==> config.mk <==
export PLATFORM = sky130hd
export DESIGN_NAME = ready_tx_queue
export DESIGN_NICKNAME = d
export VERILOG_FILES = /design/src/rtl/tq_pkg.sv /design/src/rtl/tq_timebase.sv /design/src/rtl/tq_place.sv /design/src/rtl/tq_store.sv /design/src/rtl/ready_tx_queue.sv
export SDC_FILE = /design/constraint.sdc
export NUM_CORES = 1
export LEC_CHECK = 0
export BUFFER_PORTS_ARGS = -buffer_cell sky130_fd_sc_hd__buf_2
export CAP_MARGIN = 20
export CORE_UTILIZATION = 60
export DETAILED_ROUTE_END_ITERATION = 10
export HOLD_SLACK_MARGIN = 0.15
export PLACE_DENSITY = 0.77
export SETUP_SLACK_MARGIN = 0.05
export SYNTH_ARGS = -nofsm -noshare
export SYNTH_HDL_FRONTEND = slang
export SYNTH_SLANG_ARGS = --single-unit
==> constraint.sdc <==
create_clock -name clk -period 17.12 [get_ports clk]
set_clock_uncertainty 0.15 [all_clocks]
set_input_delay 2.568 -clock clk [delete_from_list [all_inputs] [get_ports clk]]
set_output_delay 2.568 -clock clk [all_outputs]
set_load 0.01 [all_outputs]
==> src/rtl/tq_pkg.sv <==
package tq_pkg;

    localparam int TQ_TIME_W = 16;
    localparam int TQ_DATA_W = 8;

    typedef logic [TQ_TIME_W-1:0] tq_time_t;
    typedef logic [TQ_DATA_W-1:0] tq_data_t;

    typedef enum logic {
        TQ_KIND_FWD  = 1'b0,
        TQ_KIND_NACK = 1'b1
    } tq_kind_e;

    typedef struct packed {
        tq_data_t data;
        tq_time_t rdy;
    } tq_entry_t;

    // stamp has been reached (modulo counter width)
    function automatic logic tq_due(input tq_time_t now, input tq_time_t rdy);
        tq_time_t diff;
        diff = now - rdy;
        return ~diff[TQ_TIME_W-1];
    endfunction

    // a is strictly later than b (modulo counter width)
    function automatic logic tq_after(input tq_time_t a, input tq_time_t b);
        tq_time_t diff;
        diff = a - b;
        return (diff != '0) && ~diff[TQ_TIME_W-1];
    endfunction

endpackage

==> src/rtl/tq_timebase.sv <==
module tq_timebase
    import tq_pkg::*;
(
    input  logic     clk,
    input  logic     rst,
    output tq_time_t now
);

    always_ff @(posedge clk) begin
        if (rst) begin
            now <= '0;
        end else begin
            now <= now + tq_time_t'(1);
        end
    end

endmodule

==> src/rtl/tq_place.sv <==
module tq_place
    import tq_pkg::*;
#(
    parameter int DEPTH = 4,
    localparam int CW   = $clog2(DEPTH + 1)
) (
    input  tq_entry_t [DEPTH-1:0] view,
    input  logic [CW-1:0]         cnt_a,
    input  tq_time_t              new_rdy,
    input  tq_kind_e              kind,
    output logic [CW-1:0]         pos
);

    logic [DEPTH-1:0] live_v;
    logic [DEPTH-1:0] later_v;
    logic             tail_later;
    logic             found;

    for (genvar g = 0; g < DEPTH; g++) begin : g_slot
        assign live_v[g]  = (CW'(g) < cnt_a);
        assign later_v[g] = tq_after(view[g].rdy, new_rdy);
    end

    // is the tail stamp strictly later than the new stamp?
    always_comb begin
        tail_later = 1'b0;
        for (int i = 0; i < DEPTH; i++) begin
            if (CW'(i + 1) == cnt_a) begin
                tail_later = later_v[i];
            end
        end
    end

    always_comb begin
        pos   = cnt_a;
        found = 1'b0;
        if (kind == TQ_KIND_NACK && tail_later) begin
            for (int i = 0; i < DEPTH; i++) begin
                if (!found && live_v[i] && later_v[i]) begin
                    pos   = CW'(i);
                    found = 1'b1;
                end
            end
        end
    end

endmodule

==> src/rtl/tq_store.sv <==
module tq_store
    import tq_pkg::*;
#(
    parameter int DEPTH = 4,
    localparam int CW   = $clog2(DEPTH + 1)
) (
    input  logic                  clk,
    input  logic                  rst,
    input  logic                  pop,
    input  logic                  ins,
    input  tq_entry_t             ins_ent,
    input  logic [CW-1:0]         ins_pos,
    output tq_entry_t [DEPTH-1:0] ent_q,
    output logic [CW-1:0]         cnt_q,
    output tq_entry_t [DEPTH-1:0] view,
    output logic [CW-1:0]         cnt_a
);

    tq_entry_t [DEPTH-1:0] ent_d;

    assign cnt_a = cnt_q - CW'(pop);

    for (genvar g = 0; g < DEPTH; g++) begin : g_cell
        // contents after the optional removal of the head
        if (g == DEPTH - 1) begin : g_last
            assign view[g] = pop ? '0 : ent_q[g];
        end else begin : g_mid
            assign view[g] = pop ? ent_q[g+1] : ent_q[g];
        end

        // contents after the optional insertion
        if (g == 0) begin : g_first
            always_comb begin
                ent_d[g] = view[g];
                if (ins && ins_pos == CW'(g)) begin
                    ent_d[g] = ins_ent;
                end
            end
        end else begin : g_rest
            always_comb begin
                ent_d[g] = view[g];
                if (ins) begin
                    if (ins_pos == CW'(g)) begin
                        ent_d[g] = ins_ent;
                    end else if (ins_pos < CW'(g)) begin
                        ent_d[g] = view[g-1];
                    end
                end
            end
        end
    end

    always_ff @(posedge clk) begin
        if (rst) begin
            ent_q <= '0;
            cnt_q <= '0;
        end else begin
            ent_q <= ent_d;
            cnt_q <= cnt_a + CW'(ins);
        end
    end

endmodule

==> src/rtl/ready_tx_queue.sv <==
module ready_tx_queue
    import tq_pkg::*;
#(
    parameter int DEPTH      = 4,
    parameter int FWD_DELAY  = 6,
    parameter int NACK_DELAY = 2,
    localparam int CW        = $clog2(DEPTH + 1)
) (
    input  logic                 clk,
    input  logic                 rst,
    input  logic                 push_valid,
    input  logic                 push_kind,
    input  logic [TQ_DATA_W-1:0] push_data,
    output logic                 full,
    output logic                 tx_valid,
    output logic [TQ_DATA_W-1:0] tx_data,
    input  logic                 tx_ready,
    input  logic                 tx_retry
);

    tq_time_t              now_t;
    tq_entry_t [DEPTH-1:0] ent_q;
    tq_entry_t [DEPTH-1:0] view;
    logic [CW-1:0]         cnt_q;
    logic [CW-1:0]         cnt_a;
    logic [CW-1:0]         ins_pos;
    tq_time_t              head_rdy;
    tq_entry_t             new_ent;
    tq_kind_e              kind;
    logic                  parked_q;
    logic                  head_due;
    logic                  pop;
    logic                  refuse;
    logic                  accept;

    tq_timebase u_time (
        .clk (clk),
        .rst (rst),
        .now (now_t)
    );

    assign kind         = tq_kind_e'(push_kind);
    assign head_rdy     = ent_q[0].rdy;
    assign head_due     = (cnt_q != '0) && tq_due(now_t, head_rdy);
    assign tx_valid     = head_due && !parked_q;
    assign tx_data      = ent_q[0].data;
    assign pop          = tx_valid && tx_ready;
    assign refuse       = tx_valid && !tx_ready;
    assign full         = (cnt_q == CW'(DEPTH));
    assign accept       = push_valid && !full;
    assign new_ent.data = push_data;
    assign new_ent.rdy  = now_t + ((kind == TQ_KIND_NACK) ? tq_time_t'(NACK_DELAY)
                                                          : tq_time_t'(FWD_DELAY));

    tq_place #(.DEPTH(DEPTH)) u_place (
        .view    (view),
        .cnt_a   (cnt_a),
        .new_rdy (new_ent.rdy),
        .kind    (kind),
        .pos     (ins_pos)
    );

    tq_store #(.DEPTH(DEPTH)) u_store (
        .clk     (clk),
        .rst     (rst),
        .pop     (pop),
        .ins     (accept),
        .ins_ent (new_ent),
        .ins_pos (ins_pos),
        .ent_q   (ent_q),
        .cnt_q   (cnt_q),
        .view    (view),
        .cnt_a   (cnt_a)
    );

    // parked after a refusal until the downstream invites a retry
    always_ff @(posedge clk) begin
        if (rst) begin
            parked_q <= 1'b0;
        end else if (refuse) begin
            parked_q <= 1'b1;
        end else if (tx_retry) begin
            parked_q <= 1'b0;
        end
    end

endmodule

-- Yosys cells after proc, flatten, opt, wreduce, memory -nomap -nowiden
Cells that the tools add are included.
- mux-type cells: 32
- equality and inequality tests: 8
- reductions and logical operators: 31
- $lt $le $gt $ge: 7
- $add $sub $neg: 9
- bitwise gates (word level): 5
- operators by type and width (cell ; count):
    24-bit two-way mux ; 14
    16-bit subtractor ; 5
    16-bit nonzero test ; 4
    1-bit logical AND ; 18
    3-bit two-way mux ; 6
    16-bit by 1-bit adder with 16-bit output, second input constant ; 1
    16-bit by 3-bit adder with 16-bit output ; 1
    1-bit two-way mux ; 12
    2-bit by 3-bit equality test with 1-bit output, first input constant ; 2
    3-bit by 2-bit equality test with 1-bit output, second input constant ; 2
    1-bit logical NOT ; 6
    1-bit by 3-bit less-than comparator with 1-bit output, first input constant ; 2
    2-bit by 3-bit less-than comparator with 1-bit output, first input constant ; 2
    3-bit by 2-bit less-than comparator with 1-bit output, second input constant ; 2
    1-bit NOT ; 5
    3-bit by 1-bit adder with 3-bit output ; 1
    1-bit by 3-bit equality test with 1-bit output, first input constant ; 1
    3-bit by 1-bit equality test with 1-bit output, second input constant ; 1
    3-bit equality test, first input constant ; 1
    3-bit equality test, second input constant ; 1
    3-bit logical NOT ; 1
    3-bit by 1-bit less-than comparator with 1-bit output, second input constant ; 1
    3-bit nonzero test ; 1
    3-bit by 1-bit subtractor with 3-bit output ; 1
    2-bit nonzero test ; 1
- output and inout port bits: 10
- word-level logic and storage cells: 103
- bits in registers: 116

-- Logic depth before layout (Yosys ltp)
Gate-level depths: netlist of the first run.
- depth after elaboration: 34
- mapped depth: 30
- depth with buffers taken out: 26

-- Modules after synthesis
From an unflattened synthesis of the first run, not the netlist that was laid out.
- cells, all modules: 1333
- area, all modules: 10935.5 um^2
- by module, submodules not included (module ; instances ; cells each ; area an instance (um^2)):
    tq_store ; 1 ; 629 ; 5779.3
    tq_place ; 1 ; 521 ; 3688.5
    tq_timebase ; 1 ; 81 ; 764.5
    ready_tx_queue ; 1 ; 102 ; 703.2

-- Least setup slack after synthesis of the first run
No wires, ideal clock.
- kind: input -> register
- start point: input tx_ready
- end point: register, netlist name u_store.ent_q[76]
- library setup time: 83 ps
- slack: 9059 ps
- stages: 22
- data required time: 16887 ps
- arrival: 7828 ps
- buffers on the path: 3
- path through: and2_1 nand2_1 inv_2 buf_1 mux2i_1 ha_1 fa_1 nor2b_4 o21bai_2 mux2i_1 or4_1 a2111o_1 a2111o_1 or4_1 or4b_1 a21oi_1 o21ai_2 mux2i_1 buf_2 clkbuf_1 o2111ai_1 o221ai_1
- longest elaborated chain between the ends: 27
- elaborated cells between the ends (all ways): 61
- those cells by class: add/sub (5); order compare (5); eq/ne (5); mux (22); bitwise (4); reduce/logical (20)
- ends and longest elaborated chain (item ; RTL line ; source):
    start: declaration ; ready_tx_queue.sv:17 ; input logic tx_ready,
    1-bit logical AND * ; ready_tx_queue.sv:47 ; assign pop = tx_valid && tx_ready;
    24-bit two-way mux ; tq_store.sv:28 ; assign view[g] = pop ? ent_q[g+1] : ent_q[g];
    16-bit subtractor ; tq_pkg.sv:29 ; diff = a - b;
    16-bit nonzero test or 1-bit NOT (tied branches) ; tq_pkg.sv:30 ; return (diff != '0) && ~diff[TQ_TIME_W-1];
    1-bit logical AND ; tq_pkg.sv:30 ;
    1-bit logical AND ; tq_place.sv:39 ; if (!found && live_v[i] && later_v[i]) begin
    1-bit two-way mux ; tq_place.sv:39 ;
    1-bit two-way mux ; tq_place.sv:37 ; if (kind == TQ_KIND_NACK && tail_later) begin
    (+10 left out) ; - ;
    1-bit logical NOT ; tq_place.sv:39 ;
    1-bit logical AND (2 in series) ; tq_place.sv:39 ;
    3-bit two-way mux ; tq_place.sv:39 ;
    3-bit two-way mux ; tq_place.sv:37 ;
    3-bit by 2-bit less-than comparator with 1-bit output ; tq_store.sv:45 ; end else if (ins_pos < CW'(g)) begin
    24-bit two-way mux ; tq_store.sv:45 ;
    24-bit two-way mux ; tq_store.sv:43 ; if (ins_pos == CW'(g)) begin
    24-bit two-way mux * ; tq_store.sv:42 ; if (ins) begin
Every way passes the cells marked *; elsewhere a longest branch is shown, timed or not. The select of a mux whose other input is x is not followed.
A chain may end at the register's enable or synchronous reset.

-- Worst setup path after layout of the first run
- start point: input tx_ready
- end point: register, netlist name u_store.ent_q[68]
- longest elaborated chain between the ends: 27
- elaborated cells between the ends (all ways): 61
- those cells by class: add/sub (5); order compare (5); eq/ne (5); mux (22); bitwise (4); reduce/logical (20)
- ends and longest elaborated chain (item ; RTL line):
    1-bit logical AND * ; ready_tx_queue.sv:47
    24-bit two-way mux ; tq_store.sv:28
    16-bit subtractor ; tq_pkg.sv:29
    16-bit nonzero test or 1-bit NOT (tied branches) ; tq_pkg.sv:30
    1-bit logical AND ; tq_pkg.sv:30
    1-bit logical AND ; tq_place.sv:39
    1-bit two-way mux ; tq_place.sv:39
    1-bit two-way mux ; tq_place.sv:37
    (+10 left out) ; -
    1-bit logical NOT ; tq_place.sv:39
    1-bit logical AND (2 in series) ; tq_place.sv:39
    3-bit two-way mux ; tq_place.sv:39
    3-bit two-way mux ; tq_place.sv:37
    3-bit by 2-bit less-than comparator with 1-bit output ; tq_store.sv:45
    24-bit two-way mux ; tq_store.sv:45
    24-bit two-way mux ; tq_store.sv:43
    24-bit two-way mux * ; tq_store.sv:42
Marks and branches as above.

==> out/qor.yml, run 1 <==
ys.flop_type: "dfxtp_1"
drt.antenna.violating_nets: 0
outcome: "complete, no violations"
cp-end-kind: "register"
dr_total_vias: 10160
crit_chain: "buf_2, and2_1, nand2_2, buf_4, inv_2, buf_4, mux2i_1, inv_1, ha_1, nor2b_1, nor4_1, o2111ai_1, or4_1, a2111o_1, a2111o_1, or4_1, o211ai_1, a21oi_1, o21ai_2, mux2i_1, nand2_1, o221ai_1"
hpwl_um: 23450
synth_common_cells: "145 x nand2_1, 116 x dfxtp_1, 108 x mux2i_1"
grt.total_usage: 0.3692
synth_cells: 1320
post_cts_buffers: 0
viasPerCell: 6.607
seq_area_um2: 2322
hold_viol_final: 0
layout.nets: 1404
first_pass_iters: 5
core_um2: 16640
min_period_over_period: 0.5916
clockBufferDepth: 2
ios: 24
relSlewSlack: 0.2564
fp.dieArea_um2: 17610
max-vdd-ir-drop_uv: 110.2
crit_slowest_cell: "mux2i_1"
worst_pin_slew_ns: 1.113
die_h_um: 132.7
cts_made_buffers: 17
io_buffers: 23
yosysMostFrequentCell: "nand2_1"
gp_congestion: 0.9833
finalMaxSlewViolations: 0
setup_viol: 0
cpPeakStageDelay_ns: 0.77
start_util: 0.6158
critical_path_class: "in2reg"
cts.sinks: 116
rsz0062_at_grt: "no"
syn_avg_cell_area_um2: 7.764
max_freq_mhz: 98.73
power.density_nw_per_um2: 186.4
fin_hold_ws_ns: 0.3350
drv_cap: 0
fp.dieW_um: 132.7
wl_um: 32090
antenna_found_initial: 0
netlist.area_leader.share: 0.2266
yosys_register_bits: 116
ys_seq_area_frac: 0.2266
clk_pin_slew_ns: 0.06
wire_per_inst_um: 20.86
grt_pass1_wl_um: 51150
clk_latency_ns: 0.43
area_growth_pct: 7.887
drt-initial-drc-count: 1399
grt_start_max_net_pins: 72
syn_nets: 1419
h-tree-depth: 4
startpoint_type: "primary input"
setup_tns_ns: 0
num_rows: 47
grt_pass1_vias: 9389
period_minus_slack_ns: 10.13
drc: 0
yosys.area.top_type: "dfxtp_1"
overflow: 0
worst-path-buf-inv: 5
cts_tree: "built"
hp-class: "reg2reg"
synth_area_leaders: "dfxtp_1 23%, mux2i_1 11%, ha_1 9.8%, nand2_1 5.3%, o21ai_0 4.3%"
synthDistinctLibCells: 75
layout-drive-gt1-share: 0.08422
p_leak_uw: 0.005112
synth-warning-count: 0
crit_arrival_ns: 10.30
hold_buffers: 0
n_antenna_cell: 0
fillers: 1408
post_cts_resize_count: 0
netlist_area_um2: 10250
cp.required_ns: 17.29
cpLargestDelayFamily: "simple AND/OR/NAND/NOR gates"
synth_edf_count: 0
async_flop_share: 0
multiInputGateArea_um2: 7321
root_buffer: "clkbuf_16"
cp_max_fo: 58
metal layers:
metal  global-route usage  wire, um  up-vias
li1                     -         -     4796
met4               0.1635      1161        0
met1               0.5032     13680     4726
met5                    0         0        -
met3              0.07011      3267       91
met2               0.5652     13970      548
kinds of logic after synthesis:
| logic type | count (synthesis) | share of synthesized area |
|---|---|---|
| AO/OA/AOI/OAI | 353 | 0.2306 |
| XOR/XNOR | 53 | 0.04529 |
| adder cells (fa/ha/maj) | 85 | 0.1074 |
| buffers and inverters | 155 | 0.06226 |
| flip-flops | 116 | 0.2266 |
| multiplexers | 127 | 0.1264 |
| AND/OR/NAND/NOR | 431 | 0.2014 |
power breakdown:
group | total, uW | switching (uW) | internal [uW]
sequential | 380 | 44.7 | 335
combinational | 1320 | 795 | 520
clock | 366 | 148 | 218
stage by stage:
step	instance area (um^2)	util	setup slack [ns]	cells	total power (uW)
2_1_floorplan	10250	-	9.059	1320	1370
3_3_place_gp	10440	0.6270	6.946	1505	1623
3_5_place_dp	10440	0.6270	6.939	1505	1636
4_1_cts	11030	0.6627	7.238	1537	2008
5_1_grt	11060	0.6644	6.829	1538	2179
6_report	11060	0.6644	6.991	1538	2061
cell type report:
cell class              instances  area share
clock buffers                  17     0.03847
inverters                      87     0.02953
well taps                     220     0.02490
multi-input cells            1049      0.6621
repair buffers                 34     0.01969
flip-flops and latches        116      0.2100
clock inverters                15     0.01528
path summary, 6_finish.rpt:
| check | startpoint | to | slack, ns | depth (start not counted) |
|---|---|---|---|---|
| setup / recovery | tx_ready | u_store.ent_q[68]$_SDFF_PP0_ | 6.99 | 22 |
| hold / removal | u_store.ent_q[95]$_SDFF_PP0_ | u_store.ent_q[95]$_SDFF_PP0_ | 0.34 | 2 |
| setup reg to reg | u_time.now[12]$_SDFF_PP0_ | u_store.ent_q[68]$_SDFF_PP0_ | 7.51 | 26 |
| hold reg to reg | u_store.ent_q[95]$_SDFF_PP0_ | u_store.ent_q[95]$_SDFF_PP0_ | 0.34 | 2 |
worst min-delay path, delay by kind of cell (launching register included):
family	cells	cell delay, ns
flops	1	0.32
simple gates	1	0.05
compound gates	1	0.06
cells in the final DEF, fill, tap and decap left out, types with 8 or more instances in the layout:
master       n
o21ai_0     89
nand4_1     14
buf_2       23
buf_4       10
nand2b_1    18
o211ai_1    12
ha_1        80
mux2i_1    107
nand3_1     36
a21oi_1     71
inv_1       86
a21o_1      13
nor2b_1     20
o21a_1       8
clkbuf_16   17
nor3_1      23
o22ai_1     30
nand2_1    144
mux2_2      18
or3_1        8
nor2_1     102
a22o_1       9
and2_1      14
a211oi_1    20
and3_1       9
xor2_1      22
dfxtp_1    116
o2111ai_1   12
o221ai_1    21
a31oi_1     11
xnor2_1     31
inv_6        8
sequential cells by signal (all words and copies together), names as in the netlist:
name,count
parked_q,1
u_store.ent_q,96
u_store.cnt_q,3
u_time.now,16
Power figures use the tool's default switching activity.
==> run 2, diff against run 1 <==
- clock period: 17.12 -> 10.2 ns (I/O delays scaled with it)
==> run 2 against run 1 <==
  * Clock power is 90% higher
  * Register-to-register slack worse by 6.2 ns
  * Final area is 1.0% higher
  * Wire length is 1.6% higher
  * Setup slack worse by 5.7 ns
  * Critical endpoint is now u_store.ent_q[85]$_SDFF_PP0_
  * Highest routed layer unchanged
==> out/qor.yml, run 2 (same netlist as run 1, synthesis figures left out) <==
cts_made_buffers: 17
relSlewSlack: 0.3388
ff2ff_setup_slack_ns: 1.28
num_rows: 47
ios: 24
drv_cap: 0
start_util: 0.6158
first_pass_iters: 8
timing.rr.start: "u_time.now[2]$_SDFF_PP0_"
gp_congestion: 0.9723
h-tree-depth: 4
hp-class: "reg2reg"
final_cell_mix: "144 x nand2_1, 116 x dfxtp_1, 107 x mux2i_1, 102 x nor2_1, 89 x o21ai_0"
io_buffers: 23
final_cells: 1541
seqPwrFrac: 0.180
timing.rr.end: "u_store.ent_q[85]$_SDFF_PP0_"
power.density_nw_per_um2: 318.3
finalMaxSlewViolations: 0
clockBufferDepth: 2
max_freq_mhz: 112.1
post_cts_buffers: 0
cp_max_fo: 50
swShare: 0.4612
mostFrequentLayoutCell: "nand2_1"
startpoint_type: "register"
core_um2: 16640
power.switching_uw: 1640
fp.dieArea_um2: 17610
layout-drive-gt1-share: 0.08409
viasPerCell: 6.730
dp_cells: 1508
crit_arrival_ns: 9.03
drt-initial-drc-count: 1277
p_int_uw: 1916
grt.total_usage: 0.3667
cts_tree: "built"
hpwl_um: 23320
hold_buffers: 0
crit_start: "u_time.now[2]$_SDFF_PP0_"
p_comb_frac: 0.624
overflow: 0
p_leak_uw: 0.005191
antenna_found_initial: 0
die_h_um: 132.7
worst_pin_slew_ns: 0.9918
largestRegisters: "u_store.ent_q (96), u_time.now (16), u_store.cnt_q (3)"
min_period_over_period: 0.8749
drt.antenna.violating_nets: 0
post_cts_resize_count: 0
clk_latency_ns: 0.42
period_minus_slack_ns: 8.924
outcome: "complete, no violations"
cp-end-kind: "register"
hold_viol_final: 0
area_growth_pct: 8.998
largest_register_ff_count: 96
wire_per_inst_um: 21.16
wl_um: 32610
reg2regPathDepth: 26
clk_pin_slew_ns: 0.06
setup_viol: 0
layout.nets: 1408
grt_pass1_vias: 9252
dr_total_vias: 10370
cp.required_ns: 10.31
cts.sinks: 116
critical_path_class: "reg2reg"
max-vdd-ir-drop_uv: 213.4
p_clk_frac: 0.196
fp.dieW_um: 132.7
largest-register: "u_store.ent_q"
drc: 0
fillers: 1389
root_buffer: "clkbuf_16"
grt_pass1_wl_um: 50490
setup_tns_ns: 0
endpoint: "u_store.ent_q[85]$_SDFF_PP0_"
rsz0062_at_grt: "no"
grt_start_max_net_pins: 72
==> run 2: changes by cell type in the layout (fill, tap and decap cells not counted), moves of 2 or more <==
cell,previous run,this run
inv_6,8,0
bufinv_16,2,6
buf_4,10,13
clkbuf_8,0,3
clkinvlp_4,4,2
==> run 2: area by class of cell <==
class / instances / area (um^2) / area share
clock buffer: 21 / 470.5 / 0.04211
clock inverter: 9 / 200.2 / 0.01792
sequential: 116 / 2322 / 0.2079
timing repair buffer: 38 / 252.7 / 0.02263
tap: 220 / 275.3 / 0.02464
inverter: 87 / 326.6 / 0.02923
multi-input combinational: 1049 / 7321 / 0.6554
antenna: 1 / 2.502 / 0.0002240
==> run 2: stage by stage <==
stage	setup WS [ns]	hold WS (ns)	cell area [um^2]	utilization	total power, uW
6_report	1.276	0.3407	11170	0.6712	3556
5_1_grt	0.9716	0.3662	11170	0.6711	3746
4_1_cts	1.519	0.3365	11130	0.6687	3464
3_5_place_dp	1.386	0.3297	10460	0.6284	2755
3_3_place_gp	1.510	0.3175	10460	0.6284	2716
2_1_floorplan	3.177	0.2901	10250	-	2300
==> run 2: power by group through the flow <==
| stage | Clock, uW | Combinational, uW | Sequential, uW |
|---|---|---|---|
| after CTS | 695 | 2130 | 633 |
| after detailed placement | 0 | 2120 | 640 |
| after global placement | 0 | 2080 | 636 |
| after floorplan | 0 | 1690 | 614 |
| final | 697 | 2220 | 639 |
| after global routing | 716 | 2380 | 646 |
==> run 2: worst min path at each step <==
| stage | start | cells past startpoint | to | slack (ns) |
|---|---|---|---|---|
| 2_1_floorplan | u_store.ent_q[87]$_SDFF_PP0_ | 2 | u_store.ent_q[87]$_SDFF_PP0_ | 0.29 |
| 4_1_cts | u_store.ent_q[91]$_SDFF_PP0_ | 2 | u_store.ent_q[91]$_SDFF_PP0_ | 0.34 |
| 5_1_grt | u_store.ent_q[92]$_SDFF_PP0_ | 2 | u_store.ent_q[92]$_SDFF_PP0_ | 0.37 |
| 6_report | u_store.ent_q[95]$_SDFF_PP0_ | 2 | u_store.ent_q[95]$_SDFF_PP0_ | 0.34 |
| 3_5_place_dp | u_store.ent_q[91]$_SDFF_PP0_ | 2 | u_store.ent_q[91]$_SDFF_PP0_ | 0.33 |
| 3_3_place_gp | u_store.ent_q[91]$_SDFF_PP0_ | 2 | u_store.ent_q[91]$_SDFF_PP0_ | 0.32 |
==> run 2: critical path: stages (launching register included) <==
cell       delay [ns]
dfxtp_1          0.40
ha_1             0.34
nand2_1          0.05
o21ai_0          0.21
a21oi_1          0.14
o311ai_2         0.46
xor2_1           0.35
nand2_2          0.10
inv_2            0.71
buf_4            0.39
mux2i_1          0.39
inv_1            0.09
ha_1             0.44
nor2b_1          0.09
nor4_1           0.31
o2111ai_1        0.15
or4_1            0.43
a2111o_1         0.35
a2111o_1         0.38
or4_1            0.54
or4b_1           0.25
a21oi_1          0.14
o21ai_2          0.34
mux2i_4          0.69
buf_4            0.43
mux2i_1          0.32
a211oi_1         0.11
==> run 2: per-layer routing <==
| metal | up-vias | global-route usage | part of all wire |
|---|---|---|---|
| li1 | 4803 | - | - |
| met3 | 97 | 0.08544 | 0.11 |
| met2 | 590 | 0.5626 | 0.44 |
| met5 | - | 0 | 0 |
| met4 | 0 | 0.1290 | 0.034 |
| met1 | 4881 | 0.5017 | 0.42 |
